===== src/rtl/i2c_ctl_regs.sv =====
module i2c_ctl_regs #(
  parameter int DEPTH = 4,
  parameter int TXW = 10,
  parameter int RST_CYCLES = 4
) (
  input  logic           clk,
  input  logic           rst_n,
  input  logic           bus_sel,
  input  logic           bus_wr,
  input  logic [2:0]     reg_idx,
  input  logic [31:0]    bus_wdata,
  output logic [31:0]    bus_rdata,
  input  logic           ev_done,
  input  logic           ev_arb_lost,
  input  logic           st_nack,
  input  logic           st_data_req,
  input  logic           st_busy,
  input  logic           scl_line,
  input  logic           sda_line,
  input  logic           tx_pop,
  output logic           tx_avail,
  output logic [TXW-1:0] tx_word,
  input  logic           rx_push,
  input  logic [7:0]     rx_byte,
  output logic           eng_reset,
  output logic [9:0]     scl_low_div,
  output logic [9:0]     scl_high_div,
  output logic [6:0]     own_addr,
  output logic           irq
);
  localparam int PW  = (DEPTH > 1) ? $clog2(DEPTH) : 1;
  localparam int CW  = $clog2(DEPTH + 1);
  localparam int RCW = $clog2(RST_CYCLES + 1);

  logic [TXW-1:0] txm [DEPTH];
  logic [7:0]     rxm [DEPTH];
  logic [PW-1:0]  tx_wp, tx_rp, rx_wp, rx_rp;
  logic [CW-1:0]  tx_cnt, rx_cnt;
  logic           done_q, arb_q, srst;
  logic [RCW-1:0] rcnt;
  logic [7:0]     en;
  logic           unused_hi;

  function automatic logic [PW-1:0] nxt(input logic [PW-1:0] p);
    return (p == PW'(DEPTH - 1)) ? '0 : p + 1'b1;
  endfunction

  wire wr_en    = bus_sel & bus_wr;
  wire rd_en    = bus_sel & ~bus_wr;
  wire tx_full  = (tx_cnt == CW'(DEPTH));
  wire tx_empty = (tx_cnt == '0);
  wire rx_full  = (rx_cnt == CW'(DEPTH));
  wire rx_empty = (rx_cnt == '0);
  wire tx_put   = wr_en && reg_idx == 3'd0 && !tx_full && !srst;
  wire tx_take  = tx_pop && !tx_empty && !srst;
  wire rx_put   = rx_push && !rx_full && !srst;
  wire rx_take  = rd_en && reg_idx == 3'd0 && !rx_empty && !srst;
  wire st_wr    = wr_en && reg_idx == 3'd1;

  wire [11:0] status = {tx_empty, tx_full, rx_empty, rx_full, sda_line, scl_line,
                        st_busy, 1'b0, st_data_req, st_nack, arb_q, done_q};
  wire [7:0] cond = {tx_full, !rx_empty, rx_full, 1'b0, st_data_req, st_nack, arb_q, done_q};

  assign irq       = |(en & cond);
  assign tx_avail  = !tx_empty;
  assign tx_word   = txm[tx_rp];
  assign eng_reset = srst;
  assign unused_hi = ^bus_wdata[31:10];

  always_ff @(posedge clk) begin
    if (tx_put) txm[tx_wp] <= bus_wdata[TXW-1:0];
    if (rx_put) rxm[rx_wp] <= rx_byte;
  end

  always_ff @(posedge clk or negedge rst_n) begin
    if (!rst_n) begin
      tx_wp <= '0; tx_rp <= '0; tx_cnt <= '0;
      rx_wp <= '0; rx_rp <= '0; rx_cnt <= '0;
    end else if (srst) begin
      tx_wp <= '0; tx_rp <= '0; tx_cnt <= '0;
      rx_wp <= '0; rx_rp <= '0; rx_cnt <= '0;
    end else begin
      if (tx_put)  tx_wp <= nxt(tx_wp);
      if (tx_take) tx_rp <= nxt(tx_rp);
      if (rx_put)  rx_wp <= nxt(rx_wp);
      if (rx_take) rx_rp <= nxt(rx_rp);
      tx_cnt <= tx_cnt + CW'(tx_put) - CW'(tx_take);
      rx_cnt <= rx_cnt + CW'(rx_put) - CW'(rx_take);
    end
  end

  always_ff @(posedge clk or negedge rst_n) begin
    if (!rst_n) begin
      done_q <= 1'b0;
      arb_q  <= 1'b0;
    end else if (srst) begin
      done_q <= 1'b0;
      arb_q  <= 1'b0;
    end else begin
      if (ev_done) done_q <= 1'b1;
      else if (st_wr && bus_wdata[0]) done_q <= 1'b0;
      if (ev_arb_lost) arb_q <= 1'b1;
      else if (st_wr && bus_wdata[1]) arb_q <= 1'b0;
    end
  end

  always_ff @(posedge clk or negedge rst_n) begin
    if (!rst_n) begin
      en <= '0;
      srst <= 1'b0;
      rcnt <= '0;
      scl_low_div <= 10'h3FF;
      scl_high_div <= 10'h3FF;
      own_addr <= '0;
    end else begin
      if (srst) begin
        if (rcnt == RCW'(RST_CYCLES - 1)) srst <= 1'b0;
        else rcnt <= rcnt + 1'b1;
      end
      if (wr_en) begin
        case (reg_idx)
          3'd2: begin
            en <= bus_wdata[7:0];
            if (bus_wdata[8] && !srst) begin
              srst <= 1'b1;
              rcnt <= '0;
            end
          end
          3'd3: scl_low_div <= bus_wdata[9:0];
          3'd4: scl_high_div <= bus_wdata[9:0];
          3'd5: own_addr <= bus_wdata[6:0];
          default: ;
        endcase
      end
    end
  end

  always_ff @(posedge clk or negedge rst_n) begin
    if (!rst_n) bus_rdata <= '0;
    else if (rd_en) begin
      case (reg_idx)
        3'd0: bus_rdata <= rx_take ? {24'b0, rxm[rx_rp]} : 32'b0;
        3'd1: bus_rdata <= {20'b0, status};
        3'd2: bus_rdata <= {23'b0, srst, en};
        3'd3: bus_rdata <= {22'b0, scl_low_div};
        3'd4: bus_rdata <= {22'b0, scl_high_div};
        3'd5: bus_rdata <= {25'b0, own_addr};
        3'd6: bus_rdata <= {{(32-CW){1'b0}}, rx_cnt};
        default: bus_rdata <= {{(32-CW){1'b0}}, tx_cnt};
      endcase
    end
  end


  tx_full_drop_chk: assert property (@(posedge clk) disable iff (!rst_n)
    (wr_en && reg_idx == 3'd0 && tx_full && !tx_pop && !srst) |=> tx_cnt == $past(tx_cnt));


  done_set_chk: assert property (@(posedge clk) disable iff (!rst_n)
    (ev_done && !srst) |=> done_q);


  done_clr_chk: assert property (@(posedge clk) disable iff (!rst_n)
    (st_wr && bus_wdata[0] && !ev_done) |=> !done_q);


  rx_empty_read_chk: assert property (@(posedge clk) disable iff (!rst_n)
    (rd_en && reg_idx == 3'd0 && rx_empty && !rx_push) |=> (bus_rdata == 32'b0 && rx_cnt == '0));


  srst_flush_chk: assert property (@(posedge clk) disable iff (!rst_n)
    srst |=> (tx_cnt == '0 && rx_cnt == '0));


  srst_end_chk: assert property (@(posedge clk) disable iff (!rst_n)
    (srst && rcnt == RCW'(RST_CYCLES - 1)) |=> !srst);
endmodule


===== config.mk =====
export PLATFORM = sky130hd
export DESIGN_NAME = i2c_ctl_regs
export DESIGN_NICKNAME = d
export VERILOG_FILES = /design/src/rtl/i2c_ctl_regs.sv
export SDC_FILE = /design/constraint.sdc
export NUM_CORES = 1
export LEC_CHECK = 0
export CORE_UTILIZATION = 52
export DETAILED_ROUTE_END_ITERATION = 8
export HOLD_SLACK_MARGIN = 0.05
export PLACE_DENSITY = 0.88
export SYNTH_ARGS = -nofsm -noshare
export SYNTH_HDL_FRONTEND = slang
export SYNTH_SLANG_ARGS = --single-unit
export TNS_END_PERCENT = 5

===== constraint.sdc =====
create_clock -name clk -period 3.33 [get_ports clk]
set_input_delay 0.4995 -clock clk [delete_from_list [all_inputs] [get_ports clk]]
set_output_delay 0.4995 -clock clk [all_outputs]
set_load 0.03 [all_outputs]

Word-level counts from Yosys, hierarchy flattened
Memories as Yosys holds them, arrays and structs flattened.
Cells that the tools add are included.

storage, ports and cells
  register bits after elaboration = 87
  bits in latches = 0
  bits in writable memories = 72
  ROM bits = 0
  input bits = 56
  output and inout port bits = 72
  word-level logic and storage cells = 112
  memories = 2

memory list
  memory  depth  width  rd ports  clocked after memory_dff  wr ports  line  RTL
  txm     4      10     1         0                         1         35    logic [TXW-1:0] txm [DEPTH];
  rxm     4      8      1         0                         1         36    logic [7:0] rxm [DEPTH];

cells by class
  $add $sub $neg = 9
  $mul = 0
  div/mod/pow operators = 0
  $lt $le $gt $ge = 0
  equal/unequal tests = 13
  shift operators = 0
  muxes and demuxes = 36
  bitwise operators = 4
  reduce and logical (&&, ||, !) cells = 33

operators with widths
  cell                   number
  $pmux W12 S7           1
  $mux W2                12
  $mux W3                7
  $eq A3 B3 Y1 const B   5
  $mux W1                15
  $logic_and A1 B1 Y1    14
  $eq A3 B2 Y1 const B   3
  $logic_not A3 Y1       3
  $add A2 B1 Y2 const B  4
  $and A8 B8 Y8          1
  $eq A2 B2 Y1 const B   4
  $mux W8                1
  $reduce_and A2 Y1      4
  $reduce_bool A2 Y1     4
  $reduce_or A8 Y1       1
  $add A3 B1 Y3          2
  $reduce_bool A3 Y1     2
  $sub A3 B1 Y3          2
  $logic_not A1 Y1       5
  $add A3 B1 Y3 const B  1
  $eq A3 B1 Y1 const B   1
  $and A1 B1 Y1          2
  $not A1 Y1             1

Logic depth before layout (Yosys ltp)
  word-level depth = 7
  depth in mapped cells = 12
  mapped depth without buffers = 12

Worst setup path before layout
OpenSTA, ideal clock, no wires.

  path kind = in2reg
  start point = input port reg_idx[2]
  end point = register rx_cnt[2]
  setup time = 0.132 ns
  data arrival time = 2.655 ns
  data required time = 3.198 ns
  setup slack = 0.543 ns
  cell stages on the path = 11
  cells stage by stage = buf_2 or3_4 nor4_4 ha_1 inv_1 ha_1 inv_1 fa_1 xor2_1 xnor2_1 nor2_1

on the way
  word-level cells in the longest chain between the ends = 6

RTL lines
  what                              line  RTL
  start, declared                   10    input logic [2:0] reg_idx,
  $logic_not A3 Y1                  57    wire rx_take = rd_en && reg_idx == 3'd0 && !rx_empty && !srst;
  $logic_and A1 B1 Y1 (3 in a row)  57
  $sub A3 B1 Y3                     88    rx_cnt <= rx_cnt + CW'(rx_put) - CW'(rx_take);
  $mux W3                           79    end else if (srst) begin
  end signal, assigned              88
  end, declared                     38    logic [CW-1:0] tx_cnt, rx_cnt;

Every way passes these cells.
A chain may end at the register's enable or synchronous reset.

Worst setup path in the final report
  start point = register rx_cnt[1]
  end point = output port irq

on the way
  word-level cells in the longest chain between the ends = 4
  elaborated cells between the ends (all ways) = 5

RTL lines
  what                  line  RTL
  $logic_not A3 Y1      53    wire rx_empty = (rx_cnt == '0);
  $logic_not A1 Y1      62    wire [7:0] cond = {tx_full, !rx_empty, rx_full, 1'b0, st_data_req, st_nack, arb_q, done_q};
  $and A8 B8 Y8 (*)     64    assign irq = |(en & cond);
  $reduce_or A8 Y1 (*)  64
  end, declared         29    output logic irq

Mark *: on every way between the ends. The rest lies on a longest branch, timed or not.

==> results by stage <==
STA:
- The worst slew margin relative to its limit is 0.504.
- At the pin with the least slew margin, the transition time is 0.743 ns.
- The worst path needs 2.93 ns of the cycle, external delays included.
- The hold violation count in the final report is 0.
- Setup repair after global routing left no endpoint under its margin.
- Setup violations remaining at the end of the flow were counted as 0.
- The final-layout setup total negative slack is 0 ns.
- The final-report max-slew violation count is 0.
- The period utilization is 0.879.
- The final worst clock skew is 0.00669 ns.
- Static timing analysis puts the maximum clock frequency at 0.342 GHz.
- The minimum hold slack is 0.129 ns.

Logic synthesis:
- The complex-gate fraction of the synthesized area was 0.0613.
- Measured against the total synthesized area, the mux share comes to 0.151.
- The number of synthesized register bits is 139.
- The number of warning messages in the yosys log is 0.
- The fraction of the yosys area taken by sequential cells is 0.615.
- The fraction of the mapped netlist area in simple logic gates is 0.0830.
- Synthesis produced 437 cells.
- The area share of fa/ha/maj cells after synthesis is 0.0362.
- The commonest register cell after synthesis is edfxtp_1.
- Of the total synthesized cell area, the portion taken by XOR and XNOR cells is 0.00697.
- The average instance area after synthesis is 14.4 µm².
- The synthesized netlist contains 50 unique library cells.
- In this run, synthesis inferred 72 flip-flops with an integrated enable.
- For this run, asynchronously set or reset flops after synthesis account for 0.482.
- After synthesis, the largest family of logic cells by area is multiplexers.
- In this run the cell area of the synthesized design comes to 0.00629 mm².

Layout:
- In the final layout, the share of cells above drive strength 1 is 0.235.
- Counting the fill cells in the layout gives 782.
- The number of inserted diodes is 0.
- In the final design database the tool counted 604 nets.
- Summing all multi-input logic gate instances after layout gives 0.00220 mm².
- At the end of the flow the core is filled with cells to 0.673.
- The number of standard cells in the layout, taps in and fillers out is 687.
- The flip-flop and latch area is 0.00386 mm².
- The area growth from synthesis to layout is 24.3%.
- The finished layout cell area is 0.00781 mm².

Run status:
- The final reports fail on design-rule violations.
- The run finished, with violations left.

Drt:
- The final antenna-violating net count is 0.
- The detailed-route vias per instance is 5.82.
- The number of remaining DRC errors is 9.
- Before antenna repair, the detailed router went through 9 iterations.
- After detailed routing, the average wire length per cell comes to 20.8 µm.
- In this run, the number of DRC markers left after iteration 0 of detailed routing was 387.
- The routed wire length is 14300 µm.
- The via count is 3998.

Placement:
- The congestion estimate from routability-driven global placement came to 0.848.
- The instance area after placement is 0.00723 mm².
- The number of port buffers is 85.
- After legalization and detailed placement, the total HPWL measured 9860 µm.
- In this run, placement finished with an instance count of 655.

GRT:
- In the global route stage, overall resource usage came out at 0.245.
- The number of global-route vias before repair is 4107.
- The remaining global-route overflow is 0.
- The wire length of the first global-routing pass is 22400 µm.
- The number of antenna violations at the first check in global routing is 0.
- Entering global routing, the biggest net connects 32 pins.

Critical path:
- The critical path goes through or3b_2 -> a2bb2oi_1 -> nand4_1 -> clkdlybuf4s50_1.
- The cell family contributing the most delay on the critical path is buffers and inverters.
- For this run, the slowest stage of the critical path takes 0.71 ns.
- The required time at the worst-slack endpoint is 2.83 ns.
- The biggest fanout along the worst timing path is 6.
- The endpoint kind of the worst setup timing path is an output port.
- The class of the most critical setup path is register to output port.
- The number of buffers and inverters on the critical path is 1.
- The slowest stage of the critical path is the clkdlybuf4s50_1 cell.
- STA puts the critical path data arrival time at 2.43 ns.
- The worst setup path is launched from a register.

CTS:
- Clock-pin slew was measured on the worst setup and hold paths at 0.06 ns.
- The maximum level of the CTS H-tree is 4.
- The root buffer cell chosen for the clock tree is clkbuf_16.
- CTS saw 139 sinks.
- Hold repair after CTS inserted 0 buffers.
- TritonCTS built the clock tree.
- The clock tree buffer depth is 2.
- Buffers inserted during clock tree synthesis total 17.
- The number of instances resized during post-cts repair is 0.
- Once the clock tree was built, the setup fixing pass inserted 0 buffers.
- The clock insertion delay at the later pin of the skew report is 0.42 ns.

Floorplanning:
- The initial utilization of the core area, before any placement, comes to 0.541.
- In this run the vertical extent of the chip is 112 µm.
- The floorplan die width is 112 µm.
- The floorplan step defined a die boundary enclosing 0.0125 mm².
- The floorplan has 39 rows.
- The standard cell core area is 0.0116 mm².
- Pin placement for this block handled 128 I/O pins.

Hold path:
- The path class of the tightest hold or removal check is input pin to async pin.

Flow run:
- The number of maximum-capacitance constraint violations is 0.

Pwr:
- The analysis attributes to cell leakage a power of 0.00299 µW.
- The power per cell area is 792 mW/mm².
- IR analysis of the VDD net gives a maximum drop of 634 µV.
## worst register-to-register path, delay by kind of cell, from the launching register on
kind,cells,cell delay [ns]
AND/OR/NAND/NOR,4,0.90
adder cells (fa/ha/maj),3,0.74
flip-flops,1,0.46
XOR/XNOR,2,0.33
buffers and inverters,3,0.19
## worst paths after layout
path	slack, ns	endpoint	from	depth (start not counted)
worst max-delay path	0.40	irq	rx_cnt[1]	4
worst min-delay path	0.13	own_addr[3]	rst_n	1
worst max register to register	0.60	rx_cnt[2]	rx_cnt[1]	12
worst min register to register	0.48	bus_rdata[8]	bus_rdata[8]	2
max in group asynchronous	2.41	scl_high_div[8]	rst_n	2
min in group clk	0.48	bus_rdata[8]	bus_rdata[8]	2
## cells in the final DEF, fill, tap and decap left out, drive strengths merged, types with 10 or more instances in the layout
cell and count:
inv 13, dfrtp 47, nor2 18, a21oi 10
ha 15, mux4 18, conb 20, clkbuf 19
edfxtp 72, o21ai 17, buf 13, dfstp 20
clkdlybuf4s50 84, nand2 28, mux2 42
## where the power goes
group | leakage [µW] | switching (µW) | internal, µW
combinational | 0.00126 | 944 | 846
sequential | 0.00144 | 353 | 2170
clock | 0.000286 | 705 | 1170
## layer usage
| layer | vias up | wire, µm | share of wire | global-route usage |
|---|---|---|---|---|
| li1 | 1771 | - | - | - |
| met1 | 2019 | 5940 | 0.42 | 0.305 |
| met2 | 174 | 7220 | 0.50 | 0.402 |
| met3 | 34 | 772 | 0.054 | 0.0642 |
| met4 | 0 | 369 | 0.026 | 0.114 |
| met5 | - | 0 | 0 | 0 |
## flip-flops by register name, summed over array words and instances (netlist names)
signal	count
done_q	1
tx_rp	2
scl_high_div	10
bus_rdata	12
tx_cnt	3
rcnt	3
tx_wp	2
rxm	32
own_addr	7
en	8
rx_wp	2
arb_q	1
rx_cnt	3
eng_reset	1
txm	40
scl_low_div	10
rx_rp	2
## metrics by stage
step | total power, µW | worst slack (ns)
floorplan | 3660 | 0.543
global placement | 4230 | 0.248
detailed placement | 4320 | 0.196
CTS | 6210 | 0.351
global route | 6450 | 0.281
finish | 6190 | 0.403
## cells by family (layout without fill, tap and decap cells)
kind of cell    after synthesis  after routing
simple gates                 97             97
mux                          67             67
other cells                   1             20
buf+inv                      54            142
xor+xnor                      5              5
fa+ha+maj                    17             17
flops                       139            139
compound gates               57             57
## cell usage after synthesis, drive strengths merged, types with 10 or more instances
cell / count / share of area
a21oi: 10 / 0.0080
buf: 30 / 0.032
clkbuf: 11 / 0.0066
dfrtp: 47 / 0.19
dfstp: 20 / 0.084
edfxtp: 72 / 0.34
ha: 15 / 0.030
inv: 13 / 0.0078
mux2: 42 / 0.075
mux4: 18 / 0.064
nand2: 28 / 0.017
nor2: 18 / 0.011
o21ai: 17 / 0.014
## cell type report
type,instances,share of cell area
Clock buffer,19,0.0554
Multi-Input combinational cell,263,0.282
Sequential cell,139,0.494
Timing Repair Buffer,97,0.120
Tap cell,143,0.0229
Inverter,13,0.00624
Clock inverter,13,0.0194
Power figures use the tool's default switching activity.
